--- config.mk ---
export PLATFORM = sky130hd
export DESIGN_NAME = tagged_load_wb
export DESIGN_NICKNAME = d
export VERILOG_FILES = /design/src/rtl/tlw_pkg.sv /design/src/rtl/tlw_fp_widen.sv /design/src/rtl/tlw_int_extend.sv /design/src/rtl/tlw_tag_file.sv /design/src/rtl/tagged_load_wb.sv
export SDC_FILE = /design/constraint.sdc
export NUM_CORES = 1
export LEC_CHECK = 0
export CAP_MARGIN = 25
export CORE_MARGIN = 2
export CORE_UTILIZATION = 40
export CTS_CLUSTER_DIAMETER = 100
export DETAILED_ROUTE_END_ITERATION = 6
export GPL_TIMING_DRIVEN = 1
export MAX_ROUTING_LAYER = met4
export PLACE_DENSITY = 0.66
export SYNTH_ARGS = -nofsm -noshare
export SYNTH_HDL_FRONTEND = slang
export SYNTH_SLANG_ARGS = --single-unit
--- constraint.sdc ---
create_clock -name clk -period 6.43 [get_ports clk]
set_clock_uncertainty 0.15 [all_clocks]
set_input_delay 1.6075 -clock clk [delete_from_list [all_inputs] [get_ports clk]]
set_output_delay 1.6075 -clock clk [all_outputs]
set_load 0.005 [all_outputs]
--- src/rtl/tlw_pkg.sv ---
package tlw_pkg;

    localparam int DATA_W     = 64;
    localparam int NARROW_W   = 32;
    localparam int SP_EXP_W   = 8;
    localparam int SP_FRAC_W  = 23;
    localparam int DP_EXP_W   = 11;
    localparam int DP_FRAC_W  = 52;
    localparam int EXP_REBIAS = 896;
    localparam int FRAC_PAD   = DP_FRAC_W - SP_FRAC_W;
    localparam int LZ_W       = $clog2(SP_FRAC_W + 1);

    typedef enum logic [1:0] {
        LK_INT32 = 2'd0,
        LK_INT64 = 2'd1,
        LK_FP32  = 2'd2,
        LK_FP64  = 2'd3
    } load_kind_e;

    function automatic logic kind_is_float(input load_kind_e k);
        return (k == LK_FP32) || (k == LK_FP64);
    endfunction

endpackage

--- src/rtl/tlw_fp_widen.sv ---
module tlw_fp_widen
    import tlw_pkg::*;
(
    input  logic [NARROW_W-1:0] sp_in,
    output logic [DATA_W-1:0]   dp_out
);

    localparam logic [SP_EXP_W-1:0] SP_EXP_MAX = '1;
    localparam logic [DP_EXP_W-1:0] DP_EXP_MAX = '1;
    localparam logic [DP_EXP_W-1:0] REBIAS     = DP_EXP_W'(EXP_REBIAS);

    logic                  sgn;
    logic [SP_EXP_W-1:0]   sexp;
    logic [SP_FRAC_W-1:0]  sfrac;
    logic [LZ_W-1:0]       lz;
    logic [LZ_W-1:0]       shamt;
    logic [SP_FRAC_W-1:0]  norm_frac;
    logic [DP_EXP_W-1:0]   dexp;
    logic [SP_FRAC_W-1:0]  dfrac_hi;

    assign sgn   = sp_in[NARROW_W-1];
    assign sexp  = sp_in[NARROW_W-2 -: SP_EXP_W];
    assign sfrac = sp_in[SP_FRAC_W-1:0];

    // leading-zero count of the single-precision fraction
    always_comb begin
        logic found;
        found = 1'b0;
        lz    = '0;
        for (int i = SP_FRAC_W - 1; i >= 0; i--) begin
            if (!found && sfrac[i]) begin
                found = 1'b1;
                lz    = LZ_W'(SP_FRAC_W - 1 - i);
            end
        end
    end

    assign shamt     = lz + LZ_W'(1);
    assign norm_frac = sfrac << shamt;

    always_comb begin
        if (sexp == SP_EXP_MAX) begin
            dexp     = DP_EXP_MAX;
            dfrac_hi = sfrac;
        end else if (sexp == '0 && sfrac == '0) begin
            dexp     = '0;
            dfrac_hi = '0;
        end else if (sexp == '0) begin
            dexp     = REBIAS - DP_EXP_W'(lz);
            dfrac_hi = norm_frac;
        end else begin
            dexp     = DP_EXP_W'(sexp) + REBIAS;
            dfrac_hi = sfrac;
        end
    end

    assign dp_out = {sgn, dexp, dfrac_hi, {FRAC_PAD{1'b0}}};

endmodule

--- src/rtl/tlw_int_extend.sv ---
module tlw_int_extend
    import tlw_pkg::*;
(
    input  load_kind_e        kind,
    input  logic              is_signed,
    input  logic [DATA_W-1:0] raw,
    output logic [DATA_W-1:0] value
);

    localparam int EXT_W = DATA_W - NARROW_W;

    logic              fill_bit;
    logic [DATA_W-1:0] narrow_ext;

    assign fill_bit   = is_signed & raw[NARROW_W-1];
    assign narrow_ext = {{EXT_W{fill_bit}}, raw[NARROW_W-1:0]};

    always_comb begin
        unique case (kind)
            LK_INT32: value = narrow_ext;
            default:  value = raw;
        endcase
    end

endmodule

--- src/rtl/tlw_tag_file.sv ---
module tlw_tag_file #(
    parameter int NREG  = 32,
    localparam int IDX_W = $clog2(NREG)
) (
    input  logic             clk,
    input  logic             rst_n,
    input  logic             wr_en,
    input  logic [IDX_W-1:0] wr_idx,
    input  logic             wr_tag,
    input  logic [IDX_W-1:0] rd_idx,
    output logic             rd_tag
);

    typedef struct packed {
        logic [NREG-1:0] tags;
    } tag_state_t;

    tag_state_t st_d, st_q;

    always_comb begin
        st_d = st_q;
        if (wr_en) begin
            st_d.tags[wr_idx] = wr_tag;
        end
    end

    always_ff @(posedge clk or negedge rst_n) begin
        if (!rst_n) begin
            st_q <= '0;
        end else begin
            st_q <= st_d;
        end
    end

    assign rd_tag = st_q.tags[rd_idx];

    p_float_sets_r3: assert property (@(posedge clk) disable iff (!rst_n)
        (wr_en && wr_tag) |=> st_q.tags[$past(wr_idx)])
        else $error("float load did not set tag");

    p_int_clears_r4: assert property (@(posedge clk) disable iff (!rst_n)
        (wr_en && !wr_tag) |=> !st_q.tags[$past(wr_idx)])
        else $error("integer load did not clear tag");

    p_idle_hold_r11: assert property (@(posedge clk) disable iff (!rst_n)
        !wr_en |=> $stable(st_q.tags))
        else $error("tag changed without a write");

    p_single_change_r2: assert property (@(posedge clk) disable iff (!rst_n)
        wr_en |=> ($countones(st_q.tags ^ $past(st_q.tags)) <= 1))
        else $error("more than one tag changed");

endmodule

--- src/rtl/tagged_load_wb.sv ---
module tagged_load_wb
    import tlw_pkg::*;
#(
    parameter int NREG        = 32,
    parameter bit ZERO_REG_EN = 1'b1,
    localparam int IDX_W      = $clog2(NREG)
) (
    input  logic              clk,
    input  logic              rst_n,
    input  logic              ld_valid,
    input  logic [1:0]        ld_kind,
    input  logic              ld_signed,
    input  logic [IDX_W-1:0]  ld_dest,
    input  logic [DATA_W-1:0] ld_data,
    input  logic [IDX_W-1:0]  tag_rd_idx,
    output logic              tag_rd_val,
    output logic              wr_en,
    output logic [IDX_W-1:0]  wr_addr,
    output logic [DATA_W-1:0] wr_data
);

    typedef struct packed {
        logic              en;
        logic [IDX_W-1:0]  addr;
        logic [DATA_W-1:0] data;
    } wb_state_t;

    wb_state_t wb_d, wb_q;

    load_kind_e        kind;
    logic [DATA_W-1:0] widened;
    logic [DATA_W-1:0] extended;
    logic              dest_writable;
    logic              commit;

    assign kind = load_kind_e'(ld_kind);

    tlw_fp_widen u_widen (
        .sp_in  (ld_data[NARROW_W-1:0]),
        .dp_out (widened)
    );

    tlw_int_extend u_extend (
        .kind      (kind),
        .is_signed (ld_signed),
        .raw       (ld_data),
        .value     (extended)
    );

    generate
        if (ZERO_REG_EN) begin : g_zero_reg
            assign dest_writable = (ld_dest != '0);
        end else begin : g_no_zero_reg
            assign dest_writable = 1'b1;
        end
    endgenerate

    assign commit = ld_valid && dest_writable;

    always_comb begin
        wb_d      = wb_q;
        wb_d.en   = commit;
        if (commit) begin
            wb_d.addr = ld_dest;
            wb_d.data = (kind == LK_FP32) ? widened : extended;
        end
    end

    always_ff @(posedge clk or negedge rst_n) begin
        if (!rst_n) begin
            wb_q <= '0;
        end else begin
            wb_q <= wb_d;
        end
    end

    tlw_tag_file #(.NREG(NREG)) u_tags (
        .clk    (clk),
        .rst_n  (rst_n),
        .wr_en  (commit),
        .wr_idx (ld_dest),
        .wr_tag (kind_is_float(kind)),
        .rd_idx (tag_rd_idx),
        .rd_tag (tag_rd_val)
    );

    assign wr_en   = wb_q.en;
    assign wr_addr = wb_q.addr;
    assign wr_data = wb_q.data;

    p_idle_no_write_r11: assert property (@(posedge clk) disable iff (!rst_n)
        !ld_valid |=> !wr_en)
        else $error("write without a load");

    p_addr_follows_r11: assert property (@(posedge clk) disable iff (!rst_n)
        (ld_valid && ld_dest != '0) |=> (wr_en && wr_addr == $past(ld_dest)))
        else $error("write port did not follow load");

    p_zero_dest_r10: assert property (@(posedge clk) disable iff (!rst_n)
        (ZERO_REG_EN && ld_valid && ld_dest == '0) |=> !wr_en)
        else $error("register 0 was written");

    p_full_pass_r9: assert property (@(posedge clk) disable iff (!rst_n)
        (ld_valid && ld_dest != '0 && ld_kind[0]) |=> (wr_data == $past(ld_data)))
        else $error("full-width load altered");

    p_tag_now_r2: assert property (@(posedge clk) disable iff (!rst_n)
        (ld_valid && ld_dest != '0 && tag_rd_idx == ld_dest) |=>
            ($stable(tag_rd_idx) -> (tag_rd_val == $past(ld_kind[1]))))
        else $error("tag read stale");

endmodule

* Word-level counts from Yosys, hierarchy flattened *
Cells that the tools add are included.

operators by class
  add/sub/neg operators = 3
  order comparisons = 3
  equal/unequal tests = 3
  shift operators = 1
  muxes and demuxes = 57
  bitwise operators = 1
  reductions and logical operators = 52

operator list
  operator                                                                             count
  64-bit 2-to-1 mux                                                                    2
  23-bit 2-to-1 mux                                                                    3
  5-bit 2-to-1 mux                                                                     7
  11-bit 2-to-1 mux                                                                    3
  32-bit bitwise mux                                                                   1
  4-bit 2-to-1 mux                                                                     8
  1-bit logical AND                                                                    25
  1-bit 2-to-1 mux                                                                     25
  23-bit zero test                                                                     1
  23-bit by 5-bit << shifter with 23-bit output                                        1
  1-bit zero test                                                                      22
  5-bit by 6-bit < comparator with 1-bit output, second input constant                 2
  3-bit 2-to-1 mux                                                                     4
  8-bit by 10-bit adder with 11-bit output, second input constant                      1
  10-bit by 5-bit subtractor with 11-bit output, first input constant                  1
  8-bit == test, second input constant                                                 1
  8-bit zero test                                                                      1
  5-bit by 1-bit adder with 5-bit output, second input constant                        1
  1-bit binary-select mux with 5-bit select                                            1
  1-bit demux with 5-bit select                                                        1
  5-bit by 1-bit greater-or-equal comparator with 1-bit output, second input constant  1
  5-bit nonzero test                                                                   1
  2-bit == test, second input constant                                                 2
  2-bit 2-to-1 mux                                                                     2
  3 further kinds                                                                      3

storage, ports and cells
  flip-flop bits (word level) = 102

* Depth between registers and ports, before layout *
  word-level depth = 73
  gate-level depth with buffers = 18
  mapped depth without buffers = 13

* Hierarchy *
Synthesis repeated with hierarchy kept, for this count alone.

unflattened totals
  cells, all modules = 817
  area, all modules = 8,509.4 µm²

by module, submodules not included
  module          times used  cells an instance  area each (µm²)  seq. area each (µm²)
  tagged_load_wb  1           222                3,578.4          1,751.7
  tlw_fp_widen    1           331                2,458.6          0.0
  tlw_tag_file    1           157                1,745.4          800.8
  tlw_int_extend  1           107                726.9            0.0

* Least setup slack after synthesis *
OpenSTA, ideal clock, no wires.

  kind = input -> register
  start = input port ld_data[4]
  end = register wb_q (netlist bit wr_data[50])
  library setup time = 135 ps
  arrival time = 4,860 ps
  data required time = 6,145 ps
  path slack = 1,285 ps
  stages = 16
  buffers on the path = 5
  cells stage by stage = buf_6 > or4_4 > or4_4 > a21oi_2 > nor3_2 > clkinv_2 > buf_6 > buf_4 > ha_1 > xor2_2 > buf_6 > buf_2 > a21oi_1 > o2bb2ai_1 > a221oi_1 > o22ai_1

between the ends
  cells in the longest elaborated chain, start to end = 20
  elaborated cells between the ends (all ways) = 26

RTL lines
  what                                           line                  RTL
  from (decl)                                    tagged_load_wb.sv:14  input logic [DATA_W-1:0] ld_data,
  1-bit logical AND                              tlw_fp_widen.sv:31    if (!found && sfrac[i]) begin
  1-bit 2-to-1 mux                               tlw_fp_widen.sv:31
  1-bit zero test                                tlw_fp_widen.sv:31
  1-bit logical AND                              tlw_fp_widen.sv:31
  1-bit 2-to-1 mux                               tlw_fp_widen.sv:31
  1-bit zero test                                tlw_fp_widen.sv:31
  1-bit logical AND                              tlw_fp_widen.sv:31
  1-bit 2-to-1 mux                               tlw_fp_widen.sv:31
  (+4 left out)                                  -
  1-bit logical AND                              tlw_fp_widen.sv:31
  5-bit 2-to-1 mux                               tlw_fp_widen.sv:31
  5-bit by 1-bit adder with 5-bit output         tlw_fp_widen.sv:38    assign shamt = lz + LZ_W'(1);
  23-bit by 5-bit << shifter with 23-bit output  tlw_fp_widen.sv:39    assign norm_frac = sfrac << shamt;
  23-bit 2-to-1 mux                              tlw_fp_widen.sv:48    end else if (sexp == '0) begin
  23-bit 2-to-1 mux (*)                          tlw_fp_widen.sv:45    end else if (sexp == '0 && sfrac == '0) begin
  23-bit 2-to-1 mux (*)                          tlw_fp_widen.sv:42    if (sexp == SP_EXP_MAX) begin
  64-bit 2-to-1 mux (*)                          tagged_load_wb.sv:65  wb_d.data = (kind == LK_FP32) ? widened : extended;
  to (signal assigned)                           tagged_load_wb.sv:73  wb_q <= wb_d;
  to (decl)                                      tagged_load_wb.sv:28  wb_state_t wb_d, wb_q;

Mark *: on every way between the ends. The rest lies on a longest branch, timed or not.
A chain may end at the register's enable or synchronous reset.

* Worst setup path in the final report *
  start = input port tag_rd_idx[0]
  end = output port tag_rd_val

between the ends
  cells in the longest elaborated chain, start to end = 2

RTL lines
  what                                       line                  RTL
  from (decl)                                tagged_load_wb.sv:15  input logic [IDX_W-1:0] tag_rd_idx,
  1-bit binary-select mux with 5-bit select  tlw_tag_file.sv:35    assign rd_tag = st_q.tags[rd_idx];
  1-bit 2-to-1 mux (not written as such)     tlw_tag_file.sv:35
  to (decl)                                  tagged_load_wb.sv:16  output logic tag_rd_val,

No other way between the ends. The select of a mux whose other input is x is not followed.

==> qor.yml <==
drt_wl_total_um: 23000
yosysTopAreaCell: "dfrtp_1"
synth-seq-cells: 102
yosys_warnings: 0
hold_path_depth: 0
netlist_area_um2: 6720
worst-path-max-fanout: 8
cts_setup_buffers: 0
grt_overflow: 0
layout.cell_area.non_filler_um2: 8810
first_global_vias: 6395
max_slew_margin: 0.408
worst_ep_arrival_time_ns: 4.17
share_clk_of_total_power: 0.306
clock-sinks: 102
finish.net_count: 981
area_share_of_the_largest_cell_type_after_synthesis: 0.380
rsz0062_at_grt: "no"
final_core_utilization: 0.533
cp_startpoint_kind: "primary input"
grt_start_max_net_pins: 58
postSynthCellCount: 767
fmax_mhz: 169
setup.worst_path.end_class: "output pin"
syn-num-nets: 849
p_comb_frac: 0.290
sw_frac_of_total: 0.305
clk_transition_reported_paths_ns: 0.07
cts_tree: "done"
cap_viol_max_count: 0
detailedRoute.firstPassIterationCount: 5
count_of_flip_flops_with_a_built_in_enable_after_synthesis: 0
hold_path_class: "flop to flop"
setup_viol: 0
layout-area-overhead-vs-synth_pct: 31.1
antenna-diode-count: 0
boundaryPins: 151
synth_seq_area_share: 0.380
chipWidth_um: 134
grt_antenna_before_repair: 0
worst_slew_pin_slew_ns: 0.876
final-max-slew-violation-count: 0
crit_type: "primary input to output pin"
dieArea_um2: 17900
period_share: 0.921
route.detailed.vias_per_inst: 5.83
cts-root-to-sink-buffers: 2
numPortBuffers: 150
synth.area.top_cells: "dfrtp_1, nand2_1, mux2_2, mux4_2, mux2i_1"
initialDrtViolationCount: 598
dp.final_hpwl_um: 17000
avgRoutedWirePerCell_um: 20.4
synth_flop_cell: "dfrtp_1"
p_int_mw: 1.34
power_frac_seq: 0.404
final.min_clock_period_ns: 5.92
hold_viol_final: 0
std_cell_rows: 47
syn_area_per_cell_um2: 8.76
run_status: "finished, final reports clean"
drive_gt1_frac: 0.139
number_of_buffers_inserted_during_clock_tree_synthesis: 9
static-leakage-power_nw: 3.65
core_area_um2: 16500
postPlaceCellArea_um2: 8500
power_per_cell_area_nw_per_um2: 219
net_switching_mw: 0.589
r2r_cells: 4
synthDistinctLibCells: 75
asyncSetResetFlopFracSynth: 1.00
initial_utilization: 0.407
setup-tns-final_ns: 0
final_cell_mix: "clkdlybuf4s50_1, nand2_1, dfrtp_1, nor2_1, a21oi_1"
gp_congestion: 0.996
place_worst_setup_slack_ns: 0.488
floorplan.die.height_um: 134
final_common_cell: "clkdlybuf4s50_1"
worst_ir_drop_vdd_mv: 0.124
final.fill_count: 1534
drc_errors: 0
cts-hold-fix-buffers: 0
clock_latency_ns: 0.36
layout_setup_ws_ns: 0.507
postRouteAntennaNets: 0
grt_first_pass_wirelength_um: 36700
htree_num_levels: 3
route.vias.total: 6550
groute.usage.overall: 0.270
critical_path_required_ns: 4.67
cts_resized: 0
clock_tree.root_cell: "clkbuf_16"
==> sequential cells by signal, summed over array words and instances (netlist names) <==
register,count
wr_addr,5
u_tags.st_q,32
wr_data,64
wr_en,1
==> metal layers <==
metal / global-route usage / vias to the layer above / share of wire
li1: - / 3083 / -
met1: 0.361 / 3136 / 0.44
met2: 0.427 / 294 / 0.48
met3: 0.0445 / 37 / 0.063
met4: 0.0780 / 0 / 0.019
met5: - / - / 0
==> worst paths after layout <==
kind | end | slack (ns) | from
hold / removal | u_tags.st_q[0] | 0.23 | u_tags.st_q[0]
min in group asynchronous | wr_addr[1] | 1.14 | rst_n
hold reg to reg | u_tags.st_q[0] | 0.23 | u_tags.st_q[0]
setup / recovery | tag_rd_val | 0.51 | tag_rd_idx[0]
setup reg to reg | wr_data[39] | 5.20 | wr_data[39]
max in group asynchronous | wr_data[34] | 3.90 | rst_n
==> logic make-up (layout without fill, tap and decap cells) <==
group / after synthesis / in the layout / share of synthesized area
and+or+nand+nor: 301 / 301 / 0.206
AOI/OAI and AO/OA: 197 / 197 / 0.197
DFF: 102 / 102 / 0.380
buffers and inverters: 84 / 221 / 0.0562
muxes: 78 / 78 / 0.151
xor gates and xnor gates: 3 / 3 / 0.00615
adders and majority gates: 2 / 2 / 0.00372
==> through the flow <==
stage	total power, mW	cells	hold slack, ns
finish	1.93	1124	0.227
global placement	1.34	1108	0.221
detailed placement	1.35	1108	0.213
global route	2.03	1124	0.255
CTS	1.95	1124	0.234
floorplan	1.07	767	0.275
==> power by group through the flow <==
stage | logic (mW) | clock network (mW) | registers [mW]
2_1_floorplan | 0.285 | 0 | 0.782
3_3_place_gp | 0.553 | 0 | 0.791
3_5_place_dp | 0.558 | 0 | 0.793
5_1_grt | 0.606 | 0.630 | 0.792
6_report | 0.561 | 0.591 | 0.781
4_1_cts | 0.560 | 0.603 | 0.782
==> critical path: stages <==
cell and delay, ns:
clkdlybuf4s50_1 0.80, mux4_2 0.57, mux4_2 0.47, mux2_2 0.27, clkdlybuf4s50_1 0.44
==> final cells by class <==
cell class              instances  area, um2  area share
multi-input cells             581       3800       0.431
repair buffers                190       1810       0.206
clock buffers                  10        239      0.0271
clock inverters                 6       75.1     0.00852
flip-flops and latches        102       2550       0.290
well taps                     220        275      0.0312
inverters                      15       57.6     0.00653
==> cell usage after synthesis (4+ instances only) <==
cell,count
buf_2,8
buf_6,4
and2_1,4
a211o_1,5
a211oi_1,7
dfrtp_1,102
a22oi_1,5
nand2b_1,5
nand4_1,8
buf_1,5
mux2i_1,28
o22ai_1,9
mux4_2,15
nor2b_1,4
or4_1,4
o31ai_1,14
or3_1,5
a21oi_1,48
nand3_1,37
mux2_2,35
clkbuf_1,47
nor2_1,71
inv_1,14
a221oi_1,9
o21ai_0,38
nor3_1,20
nand2_1,121
o21a_1,9
a31oi_1,12
No activity file was read; power rests on OpenSTA's default activity.
